<file path="src/rtl/spim_pkg.sv">
package spim_pkg;

  typedef enum logic [2:0] {
    ST_IDLE,
    ST_LOAD,
    ST_LOW,
    ST_HIGH,
    ST_STORE,
    ST_FINISH
  } ctrlState_e;

  // strobes from control to datapath
  typedef struct packed {
    logic loadNew;
    logic loadLast;
    logic shiftBit;
    logic sampleBit;
  } dpStrobe_t;

  localparam logic [1:0] PIN_SPLIT   = 2'b00;
  localparam logic [1:0] PIN_SHARE_A = 2'b01;
  localparam logic [1:0] PIN_SHARE_B = 2'b10;
  localparam logic [1:0] PIN_SWAP    = 2'b11;

endpackage

</file>
<file path="src/rtl/spim_ctrl.sv">
module spim_ctrl
  import spim_pkg::*;
#(
  parameter int DATA_W = 16,
  parameter int DIV_W  = 8,
  parameter int WCNT_W = 4,
  parameter int CS_N   = 4,
  localparam int BIT_W  = $clog2(DATA_W),
  localparam int CSEL_W = $clog2(CS_N)
) (
  input  logic              clk,
  input  logic              rst_n,
  input  logic              start,
  input  logic [BIT_W-1:0]  bitLenIn,
  input  logic [WCNT_W-1:0] wordCntIn,
  input  logic [CSEL_W-1:0] csSelIn,
  input  logic [DIV_W-1:0]  clkDiv,
  input  logic              noStall,
  input  logic              txEmpty,
  input  logic              rxFull,
  output dpStrobe_t         stb,
  output logic              txPop,
  output logic              rxPush,
  output logic              underrunPulse,
  output logic              overrunPulse,
  output logic              sck,
  output logic              active,
  output logic [BIT_W-1:0]  bitLen,
  output logic [CSEL_W-1:0] csSel
);

  ctrlState_e stateQ, stateD;
  logic [DIV_W-1:0]  divCnt;
  logic [BIT_W-1:0]  bitIdx;
  logic [BIT_W-1:0]  lenQ;
  logic [WCNT_W-1:0] wordIdx;
  logic [WCNT_W-1:0] wordTot;
  logic [CSEL_W-1:0] selQ;
  logic              sckQ;
  logic              activeQ;
  logic              divDone;
  logic              lastWord;

  assign divDone  = (divCnt == clkDiv);
  assign lastWord = (wordIdx == wordTot);

  always_comb begin
    stateD        = stateQ;
    stb           = '0;
    txPop         = 1'b0;
    rxPush        = 1'b0;
    underrunPulse = 1'b0;
    overrunPulse  = 1'b0;
    case (stateQ)
      ST_IDLE: begin
        if (start) stateD = ST_LOAD;
      end
      ST_LOAD: begin
        if (!txEmpty) begin
          txPop       = 1'b1;
          stb.loadNew = 1'b1;
          stateD      = ST_LOW;
        end else if (noStall) begin
          underrunPulse = 1'b1;
          stb.loadLast  = 1'b1;
          stateD        = ST_LOW;
        end
      end
      ST_LOW: begin
        if (divDone) stateD = ST_HIGH;
      end
      ST_HIGH: begin
        if (divDone) begin
          stb.sampleBit = 1'b1;
          if (bitIdx == '0) begin
            stateD = ST_STORE;
          end else begin
            stb.shiftBit = 1'b1;
            stateD       = ST_LOW;
          end
        end
      end
      ST_STORE: begin
        if (!rxFull) begin
          rxPush = 1'b1;
          stateD = lastWord ? ST_FINISH : ST_LOAD;
        end else if (noStall) begin
          overrunPulse = 1'b1;
          stateD       = lastWord ? ST_FINISH : ST_LOAD;
        end
      end
      ST_FINISH: stateD = ST_IDLE;
      default:   stateD = ST_IDLE;
    endcase
  end

  always_ff @(posedge clk or negedge rst_n) begin
    if (!rst_n) begin
      stateQ  <= ST_IDLE;
      divCnt  <= '0;
      bitIdx  <= '0;
      lenQ    <= '0;
      wordIdx <= '0;
      wordTot <= '0;
      selQ    <= '0;
      sckQ    <= 1'b0;
      activeQ <= 1'b0;
    end else begin
      stateQ  <= stateD;
      sckQ    <= (stateD == ST_HIGH);
      activeQ <= (stateD != ST_IDLE);
      if ((stateD != stateQ) || !((stateQ == ST_LOW) || (stateQ == ST_HIGH)))
        divCnt <= '0;
      else
        divCnt <= divCnt + 1'b1;
      if ((stateQ == ST_IDLE) && start) begin
        lenQ    <= bitLenIn;
        wordTot <= wordCntIn;
        selQ    <= csSelIn;
        wordIdx <= '0;
      end else if ((stateQ == ST_STORE) && (stateD == ST_LOAD)) begin
        wordIdx <= wordIdx + 1'b1;
      end
      if (stb.loadNew || stb.loadLast)
        bitIdx <= lenQ;
      else if (stb.shiftBit)
        bitIdx <= bitIdx - 1'b1;
    end
  end

  assign sck    = sckQ;
  assign active = activeQ;
  assign bitLen = lenQ;
  assign csSel  = selQ;

endmodule

</file>
<file path="src/rtl/spim_datapath.sv">
module spim_datapath
  import spim_pkg::*;
#(
  parameter int DATA_W = 16,
  localparam int BIT_W = $clog2(DATA_W)
) (
  input  logic              clk,
  input  logic              rst_n,
  input  dpStrobe_t         stb,
  input  logic [BIT_W-1:0]  bitLen,
  input  logic [DATA_W-1:0] txData,
  input  logic              inBit,
  output logic              outBit,
  output logic [DATA_W-1:0] rxData
);

  localparam logic [BIT_W-1:0] TOP_IDX = BIT_W'(DATA_W - 1);

  logic [DATA_W-1:0] lastWordQ;
  logic [DATA_W-1:0] txShiftQ;
  logic [DATA_W-1:0] rxShiftQ;
  logic              outBitQ;
  logic [BIT_W-1:0]  alignAmt;
  logic [DATA_W-1:0] srcWord;
  logic [DATA_W-1:0] aligned;

  // place the word's MSB at the top of the shifter
  always_comb begin
    alignAmt = TOP_IDX - bitLen;
    srcWord  = stb.loadNew ? txData : lastWordQ;
    aligned  = srcWord << alignAmt;
  end

  always_ff @(posedge clk or negedge rst_n) begin
    if (!rst_n) begin
      lastWordQ <= '0;
      txShiftQ  <= '0;
      rxShiftQ  <= '0;
      outBitQ   <= 1'b0;
    end else begin
      if (stb.loadNew) lastWordQ <= txData;
      if (stb.loadNew || stb.loadLast) begin
        txShiftQ <= aligned;
        outBitQ  <= aligned[DATA_W-1];
        rxShiftQ <= '0;
      end else begin
        if (stb.shiftBit) begin
          txShiftQ <= txShiftQ << 1;
          outBitQ  <= txShiftQ[DATA_W-2];
        end
        if (stb.sampleBit) rxShiftQ <= {rxShiftQ[DATA_W-2:0], inBit};
      end
    end
  end

  assign outBit = outBitQ;
  assign rxData = rxShiftQ;

endmodule

</file>
<file path="src/rtl/spim_pinmux.sv">
module spim_pinmux
  import spim_pkg::*;
(
  input  logic [1:0] pinMode,
  input  logic       active,
  input  logic       sck,
  input  logic       idleTristate,
  input  logic       outBit,
  input  logic       pinAIn,
  input  logic       pinBIn,
  output logic       pinAOut,
  output logic       pinAOe,
  output logic       pinBOut,
  output logic       pinBOe,
  output logic       inBit
);

  logic outOnA;
  logic inFromA;
  logic shared;
  logic drive;

  always_comb begin
    outOnA  = (pinMode == PIN_SHARE_A) || (pinMode == PIN_SWAP);
    inFromA = (pinMode == PIN_SPLIT) || (pinMode == PIN_SHARE_A);
    shared  = (pinMode == PIN_SHARE_A) || (pinMode == PIN_SHARE_B);
    if (active) drive = shared ? !sck : 1'b1;
    else        drive = !idleTristate;
    pinAOut = outBit;
    pinBOut = outBit;
    pinAOe  = drive && outOnA;
    pinBOe  = drive && !outOnA;
    inBit   = inFromA ? pinAIn : pinBIn;
  end

endmodule

</file>
<file path="src/rtl/spim_csdrv.sv">
module spim_csdrv #(
  parameter int CS_N = 4,
  localparam int CSEL_W = $clog2(CS_N)
) (
  input  logic              active,
  input  logic [CSEL_W-1:0] csSel,
  input  logic [CS_N-1:0]   csPolarity,
  output logic [CS_N-1:0]   csOut
);

  for (genvar i = 0; i < CS_N; i++) begin : g_line
    assign csOut[i] = (active && (csSel == CSEL_W'(i))) ? csPolarity[i] : !csPolarity[i];
  end

endmodule

</file>
<file path="src/rtl/spim_shift_engine.sv">
module spim_shift_engine
  import spim_pkg::*;
#(
  parameter int DATA_W = 16,
  parameter int DIV_W  = 8,
  parameter int WCNT_W = 4,
  parameter int CS_N   = 4,
  localparam int BIT_W  = $clog2(DATA_W),
  localparam int CSEL_W = $clog2(CS_N)
) (
  input  logic              clk,
  input  logic              rst_n,
  input  logic              start,
  input  logic [BIT_W-1:0]  wordBitsM1,
  input  logic [WCNT_W-1:0] frameWordsM1,
  input  logic [CSEL_W-1:0] csSelect,
  input  logic [DIV_W-1:0]  clkDiv,
  input  logic              noStall,
  input  logic [1:0]        pinMode,
  input  logic [CS_N-1:0]   csPolarity,
  input  logic              idleTristate,
  input  logic              txEmpty,
  input  logic [DATA_W-1:0] txData,
  output logic              txPop,
  input  logic              rxFull,
  output logic [DATA_W-1:0] rxData,
  output logic              rxPush,
  output logic              underrunFlag,
  output logic              overrunFlag,
  output logic              busy,
  output logic              sck,
  output logic [CS_N-1:0]   csOut,
  output logic              pinAOut,
  output logic              pinAOe,
  input  logic              pinAIn,
  output logic              pinBOut,
  output logic              pinBOe,
  input  logic              pinBIn
);

  dpStrobe_t         stb;
  logic [BIT_W-1:0]  bitLen;
  logic [CSEL_W-1:0] csSel;
  logic              active;
  logic              sckInt;
  logic              outBit;
  logic              inBit;

  spim_ctrl #(.DATA_W(DATA_W), .DIV_W(DIV_W), .WCNT_W(WCNT_W), .CS_N(CS_N)) u_ctrl (
    .clk(clk), .rst_n(rst_n), .start(start), .bitLenIn(wordBitsM1),
    .wordCntIn(frameWordsM1), .csSelIn(csSelect), .clkDiv(clkDiv),
    .noStall(noStall), .txEmpty(txEmpty), .rxFull(rxFull), .stb(stb),
    .txPop(txPop), .rxPush(rxPush), .underrunPulse(underrunFlag),
    .overrunPulse(overrunFlag), .sck(sckInt), .active(active),
    .bitLen(bitLen), .csSel(csSel)
  );

  spim_datapath #(.DATA_W(DATA_W)) u_dp (
    .clk(clk), .rst_n(rst_n), .stb(stb), .bitLen(bitLen), .txData(txData),
    .inBit(inBit), .outBit(outBit), .rxData(rxData)
  );

  spim_pinmux u_pins (
    .pinMode(pinMode), .active(active), .sck(sckInt), .idleTristate(idleTristate),
    .outBit(outBit), .pinAIn(pinAIn), .pinBIn(pinBIn), .pinAOut(pinAOut),
    .pinAOe(pinAOe), .pinBOut(pinBOut), .pinBOe(pinBOe), .inBit(inBit)
  );

  spim_csdrv #(.CS_N(CS_N)) u_cs (
    .active(active), .csSel(csSel), .csPolarity(csPolarity), .csOut(csOut)
  );

  assign busy = active;
  assign sck  = sckInt;

endmodule

</file>
<file path="config.mk">
export PLATFORM = sky130hd
export DESIGN_NAME = spim_shift_engine
export DESIGN_NICKNAME = d
export VERILOG_FILES = /design/src/rtl/spim_pkg.sv /design/src/rtl/spim_ctrl.sv /design/src/rtl/spim_datapath.sv /design/src/rtl/spim_pinmux.sv /design/src/rtl/spim_csdrv.sv /design/src/rtl/spim_shift_engine.sv
export SDC_FILE = /design/constraint.sdc
export NUM_CORES = 1
export LEC_CHECK = 0
export BUFFER_PORTS_ARGS = -buffer_cell sky130_fd_sc_hd__buf_2
export CAP_MARGIN = 20
export CORE_MARGIN = 10
export CORE_UTILIZATION = 50
export CTS_BUF_LIST = sky130_fd_sc_hd__clkbuf_2
export DETAILED_ROUTE_END_ITERATION = 8
export PLACE_DENSITY = 0.85
export SLEW_MARGIN = 25
export SYNTH_ARGS = -nofsm -noshare
export SYNTH_HDL_FRONTEND = slang
export SYNTH_SLANG_ARGS = --single-unit
</file>
<file path="constraint.sdc">
create_clock -name clk -period 3.36 [get_ports clk]
set_input_delay 0.504 -clock clk [delete_from_list [all_inputs] [get_ports clk]]
set_output_delay 0.504 -clock clk [all_outputs]
set_load 0.05 [all_outputs]
</file>
# ---- Yosys cells after proc, flatten, opt, wreduce, memory -nomap -nowiden
# Cells that the tools add are included.
dict set report word_totals {
  reg_bits 79
  inputBits 49
  output_inout_bits 30
  word_cells 105
}
dict set report classes {
  addsub 4
  n_eq_ne 15
  shift 1
  n_mux 42
  n_reduce_logical 30
}
# operator count
set op_table {}
lappend op_table {{16-bit two-way mux} 3}
lappend op_table {{15-bit two-way mux} 2}
lappend op_table {{3-bit two-way mux} 9}
lappend op_table {{1-bit two-way mux} 19}
lappend op_table {{4-bit two-way mux} 4}
lappend op_table {{16-bit by 4-bit << shifter with 16-bit output} 1}
lappend op_table {{3-bit one-hot mux with 5 select lines} 1}
lappend op_table {{3-bit by 2-bit equality test with 1-bit output, second input constant} 3}
lappend op_table {{8-bit by 1-bit adder with 8-bit output, second input constant} 1}
lappend op_table {{2-bit equality test, second input constant} 4}
lappend op_table {{8-bit equality test} 1}
lappend op_table {{1-bit logical AND} 8}
lappend op_table {{1-bit logical NOT} 8}
lappend op_table {{8-bit two-way mux} 1}
lappend op_table {{3-bit by 1-bit equality test with 1-bit output, second input constant} 2}
lappend op_table {{1-bit logical OR} 6}
lappend op_table {{2-bit two-way mux} 3}
lappend op_table {{2-bit nonzero test} 3}
lappend op_table {{4-bit by 1-bit adder with 4-bit output, second input constant} 1}
lappend op_table {{2-bit by 1-bit equality test with 1-bit output, second input constant} 2}
lappend op_table {{4-bit equality test} 1}
lappend op_table {{2-bit logical NOT} 2}
lappend op_table {{4-bit logical NOT} 1}
lappend op_table {{4-bit by 1-bit subtractor with 4-bit output, second input constant} 1}
lappend op_table {{5 further kinds} 5}

# ---- Depth between registers and ports, before layout
dict set report logic_depth {
  ltp_word 9
  mapped_depth 9
  depth_no_buf 7
}

# ---- By module
# From an unflattened synthesis, not the netlist that was laid out.
dict set report hier_totals {
  cells_unflattened 397
  area_unflattened_um2 4400.5
}
# module n_inst cells_per_inst area_per_inst_um2 seq_area_each_um2
set by_module_without_submodules {}
lappend by_module_without_submodules {spim_datapath 1 224 2615.0 1201.2}
lappend by_module_without_submodules {spim_ctrl 1 151 1605.3 775.7}
lappend by_module_without_submodules {spim_pinmux 1 14 112.6 0.0}
lappend by_module_without_submodules {spim_csdrv 1 8 67.6 0.0}

# ---- Worst setup path after synthesis
# Ideal clock, no wire load.
dict set report synth_path {
  path_type {input port to output port}
  start {in pinMode[0]}
  end {out pinBOe}
  arrival_time_ns 2.049
  required_ns 2.856
  setup_slack_ns 0.807
  stages 5
  n_path_buf 0
  path_cell_list {inv_1 -> ha_1 -> nand3_1 -> o21ai_0 -> nor3_1}
}
dict set report synth_via {
  elab_chain_len 5
  word_cells_on_any_way 9
  classes_between {3 x eq/ne; 2 x mux; 4 x reduce/logical}
}
# item line_no
set synth_lines {}
lappend synth_lines {{start, declared} spim_shift_engine.sv:19} ;# input logic [1:0] pinMode,
lappend synth_lines {{2-bit by 1-bit equality test with 1-bit output or 2-bit equality test (tied branches)} {spim_pinmux.sv:24, spim_pinmux.sv:26}}
lappend synth_lines {{1-bit logical OR} spim_pinmux.sv:26} ;# shared = (pinMode == PIN_SHARE_A) || (pinMode == PIN_SHARE_B);
lappend synth_lines {{1-bit two-way mux (2 in series)} spim_pinmux.sv:27} ;# if (active) drive = shared ? !sck : 1'b1;
lappend synth_lines {{1-bit logical AND (*)} spim_pinmux.sv:32} ;# pinBOe = drive && !outOnA;
lappend synth_lines {{end, declared} spim_shift_engine.sv:37} ;# output logic pinBOe,
# Mark *: on every way between the ends. The rest lies on a longest branch, timed or not.

# ---- Worst setup path after layout
dict set report layout_path {
  start {reg u_ctrl.stateQ[1]}
  end {reg u_dp.txShiftQ[14]}
}
dict set report layout_via {
  elab_chain_len 5
  word_cells_on_any_way 9
  classes_between {2 x eq/ne; 1 x shift; 4 x mux; 2 x reduce/logical}
}
# item line_no
set layout_lines {}
lappend layout_lines {{start, declared} spim_ctrl.sv:32} ;# ctrlState_e stateQ, stateD;
lappend layout_lines {{start signal, assigned} spim_ctrl.sv:109} ;# stateQ <= stateD;
lappend layout_lines {{3-bit by 1-bit equality test with 1-bit output} spim_ctrl.sv:54} ;# case (stateQ)
lappend layout_lines {{2-bit two-way mux} spim_ctrl.sv:54}
lappend layout_lines {{16-bit two-way mux} --}
lappend layout_lines {{via u_dp.srcWord[6]} spim_datapath.sv:24} ;# logic [DATA_W-1:0] srcWord;
lappend layout_lines {{16-bit by 4-bit << shifter with 16-bit output} spim_datapath.sv:31} ;# aligned = srcWord << alignAmt;
lappend layout_lines {{15-bit two-way mux} spim_datapath.sv:42} ;# if (stb.loadNew || stb.loadLast) begin
lappend layout_lines {{end signal, assigned} spim_datapath.sv:43} ;# txShiftQ <= aligned;
lappend layout_lines {{end signal, assigned} spim_datapath.sv:48} ;# txShiftQ <= txShiftQ << 1;
lappend layout_lines {{end, declared} spim_datapath.sv:20} ;# logic [DATA_W-1:0] txShiftQ;
# The timed path passes the listed nets, and every way through them passes these cells.
# A chain may end at the register's enable or synchronous reset.

==> flow_summary.yaml <==
clock_tree:
  cts_sinks: 79
  clkTransAtPathRegs_ps: 240
  numCtsBuffers: 9
  cts_max_path_buffers: 2
  cts_root_buf: "clkbuf_2"
  cts_setup_buffers: 0
  clk_latency_ps: 540
  cts_tree: "yes"
  cts_htree_levels: 3
logic_synthesis:
  yosys.area_share.adder_pct: 2.006
  synthXorXnorAreaFrac_pct: 5.216
  ys_top_cells_by_area: "dfrtp_1, mux2i_1, mux2_2"
  syn_avg_cell_area_um2: 10.27
  synth_mux_area_share_pct: 16.82
  ys_warn_count: 0
  synth-edff-count: 0
  netlist_area_um2: 4365
  synth_top_flop_cell: "dfrtp_1"
  yosysSeqAreaShare_pct: 45.29
  synth_commonest_cells: "dfrtp_1, nor2_1, mux2i_1"
  yosysTopAreaCellShare_pct: 45.29
  yosysUniqueCellTypes: 57
  async_reset_ff_share_pct: 100.0
  synth_simple_gate_area_share_pct: 15.99
  synth_compound_area_share_pct: 10.63
  synth.most_common_cell: "dfrtp_1"
  synth_largest_area_cell: "dfrtp_1"
  syn-num-nets: 481
  syn_inst: 425
  ys_ff_latch: 79
  synth_top_family_by_area: "multiplexers"
die:
  row_count: 34
  num_io_pins: 79
  start_util_pct: 50.80
  die-height_um: 113.4
  dieArea_um2: 12870
  die_w_um: 113.4
  coreArea_um2: 8593
route:
  via_per_inst: 5.658
  firstDrtPassIters: 5
  wl_per_cell_um: 16.56
  vias: 3491
  drc: 0
  drtIter0Drc: 359
  antenna_left: 0
  routed_wl_mm: 10.22
worst_setup_path:
  required_ps: 3800
  path_max_fanout: 14
  path_class: "reg2reg"
  critPathArrivalTime_ps: 3220
  start_kind: "flip-flop"
  critPathCaptureType: "flip-flop"
timing:
  setup-tns-final_ps: 0
  period_share_pct: 82.86
  setup_viol: 0
  hold_viol_final: 0
  min_period_ps: 2784
  worst_pin_slew_ps: 852.1
  timing.fmax_mhz: 359.2
  slew_violations: 0
  finalClockSkew_ps: 21.34
  slew_headroom_pct: 43.20
  rsz0062_at_grt: "no"
placement:
  place.gp.congestion: 0.9455
  io_buffers: 78
  place_inst: 599
  dp.final_hpwl_mm: 7.716
grt:
  grt-ovfl-total: 0
  globalRouteTotalUtil_pct: 16.06
  grt_pass1_wl_mm: 17.31
  grt_pass1_vias: 3603
  antenna_found_initial: 1
  grt_max_degree: 80
layout:
  fillers: 746
  syn_to_final_growth_pct: 14.24
  finalNetCount: 559
  layout-drive-gt1-share_pct: 24.80
  final_cells: 617
pwr:
  pwr_density_cell_nw_per_um2: 725.4
  leakage_uw: 0.002377
  ir_drop_mv: 0.5028
worst_hold_path:
  hold_class: "in2reg"
job:
  cap_violations: 0
run_status:
  status: "finished clean"
==> state kept, by name, summed over array words and instances (netlist names) <==
register	flops
u_dp.outBit	1
u_dp.rxData	16
u_dp.lastWordQ	16
u_ctrl.sck	1
u_ctrl.divCnt	8
u_dp.txShiftQ	15
u_ctrl.active	1
u_ctrl.stateQ	3
u_ctrl.wordIdx	4
u_ctrl.csSel	2
u_ctrl.bitIdx	4
u_ctrl.bitLen	4
u_ctrl.wordTot	4
==> what timing repair did <==
action / CTS / global route
hold buffers: 0 / 1
endpoints found under the hold margin: 0 / 37
gates resized for setup: 0 / 0
==> worst max-delay path: stages, from the launching register on <==
cell	delay [ps]
dfrtp_1	530
nor4b_4	560
buf_4	340
mux2_2	370
mux2_2	310
a22oi_1	160
o211ai_1	100
or3_1	310
==> where the power goes <==
part | internal (uW) | switching, uW
Combinational | 644 | 902
Clock | 107 | 363
Sequential | 1260 | 341
==> per-layer routing <==
| layer | part of all wire [%] | GRT usage [%] | vias to the layer above |
|---|---|---|---|
| met3 | 6.9 | 3.832 | 22 |
| li1 | - | - | 1674 |
| met4 | 1.5 | 5.922 | 0 |
| met2 | 50 | 26.84 | 142 |
| met5 | 0 | 0 | - |
| met1 | 42 | 19.72 | 1653 |
==> cells in the final DEF (no fill, tap or decap), types with 5 or more instances in the layout <==
| cell type | n |
|---|---|
| a31oi_1 | 5 |
| dfrtp_1 | 79 |
| xnor2_1 | 14 |
| or3_1 | 5 |
| and3_1 | 5 |
| mux2_2 | 17 |
| inv_1 | 17 |
| nand2_1 | 36 |
| nand2b_1 | 6 |
| buf_4 | 9 |
| mux2i_1 | 37 |
| nand3_1 | 19 |
| ha_1 | 7 |
| o21ai_0 | 20 |
| a21oi_1 | 9 |
| nor2_1 | 43 |
| xor2_1 | 12 |
| clkbuf_2 | 9 |
| nor3_1 | 7 |
| buf_2 | 77 |
==> per-stage QoR <==
stage	worst slack [ps]	hold WS (ps)	utilization, %	total power, uW	area [um^2]
after global placement	571.5	472.5	56.68	3092	4871
after global routing	412.1	142.3	58.04	3878	4987
after detailed placement	531.5	475.2	56.68	3149	4871
after floorplan	806.6	208.4	-	2725	4365
final	575.9	177.3	58.04	3618	4987
after CTS	589.4	108.6	57.85	3616	4971
==> path summary, 6_finish.rpt <==
| check | start | to | slack [ps] | cells after the start |
|---|---|---|---|---|
| setup / recovery | u_ctrl.stateQ[1] | u_dp.txShiftQ[14] | 580 | 7 |
| hold / removal | wordBitsM1[1] | u_ctrl.bitLen[1] | 180 | 3 |
| setup reg to reg | u_ctrl.stateQ[1] | u_dp.txShiftQ[14] | 580 | 7 |
| hold reg to reg | u_dp.txShiftQ[2] | u_dp.txShiftQ[2] | 520 | 1 |
| max in group asynchronous | rst_n | u_dp.rxData[12] | 2330 | 2 |
| min in group asynchronous | rst_n | u_dp.lastWordQ[12] | 490 | 2 |
==> kinds of logic (layout without fill, tap and decap cells) <==
kind of cell	count (synthesis)	in the layout
muxes	61	61
adders and majority gates	7	7
other	0	1
DFF	79	79
and+or+nand+nor	142	142
AOI/OAI and AO/OA	70	70
xor gates and xnor gates	26	26
buffers and inverters	40	123
==> area by class of cell <==
class | instances | area, um^2 | area share (%)
Antenna cell | 1 | 2.502 | 0.05018
Clock buffer | 9 | 45.04 | 0.9032
Clock inverter | 7 | 55.05 | 1.104
Inverter | 19 | 71.32 | 1.430
Multi-Input combinational cell | 306 | 2227 | 44.66
Sequential cell | 79 | 1977 | 39.64
Tap cell | 108 | 135.1 | 2.709
Timing Repair Buffer | 88 | 474.2 | 9.508
No activity file was read; power rests on OpenSTA's default activity.
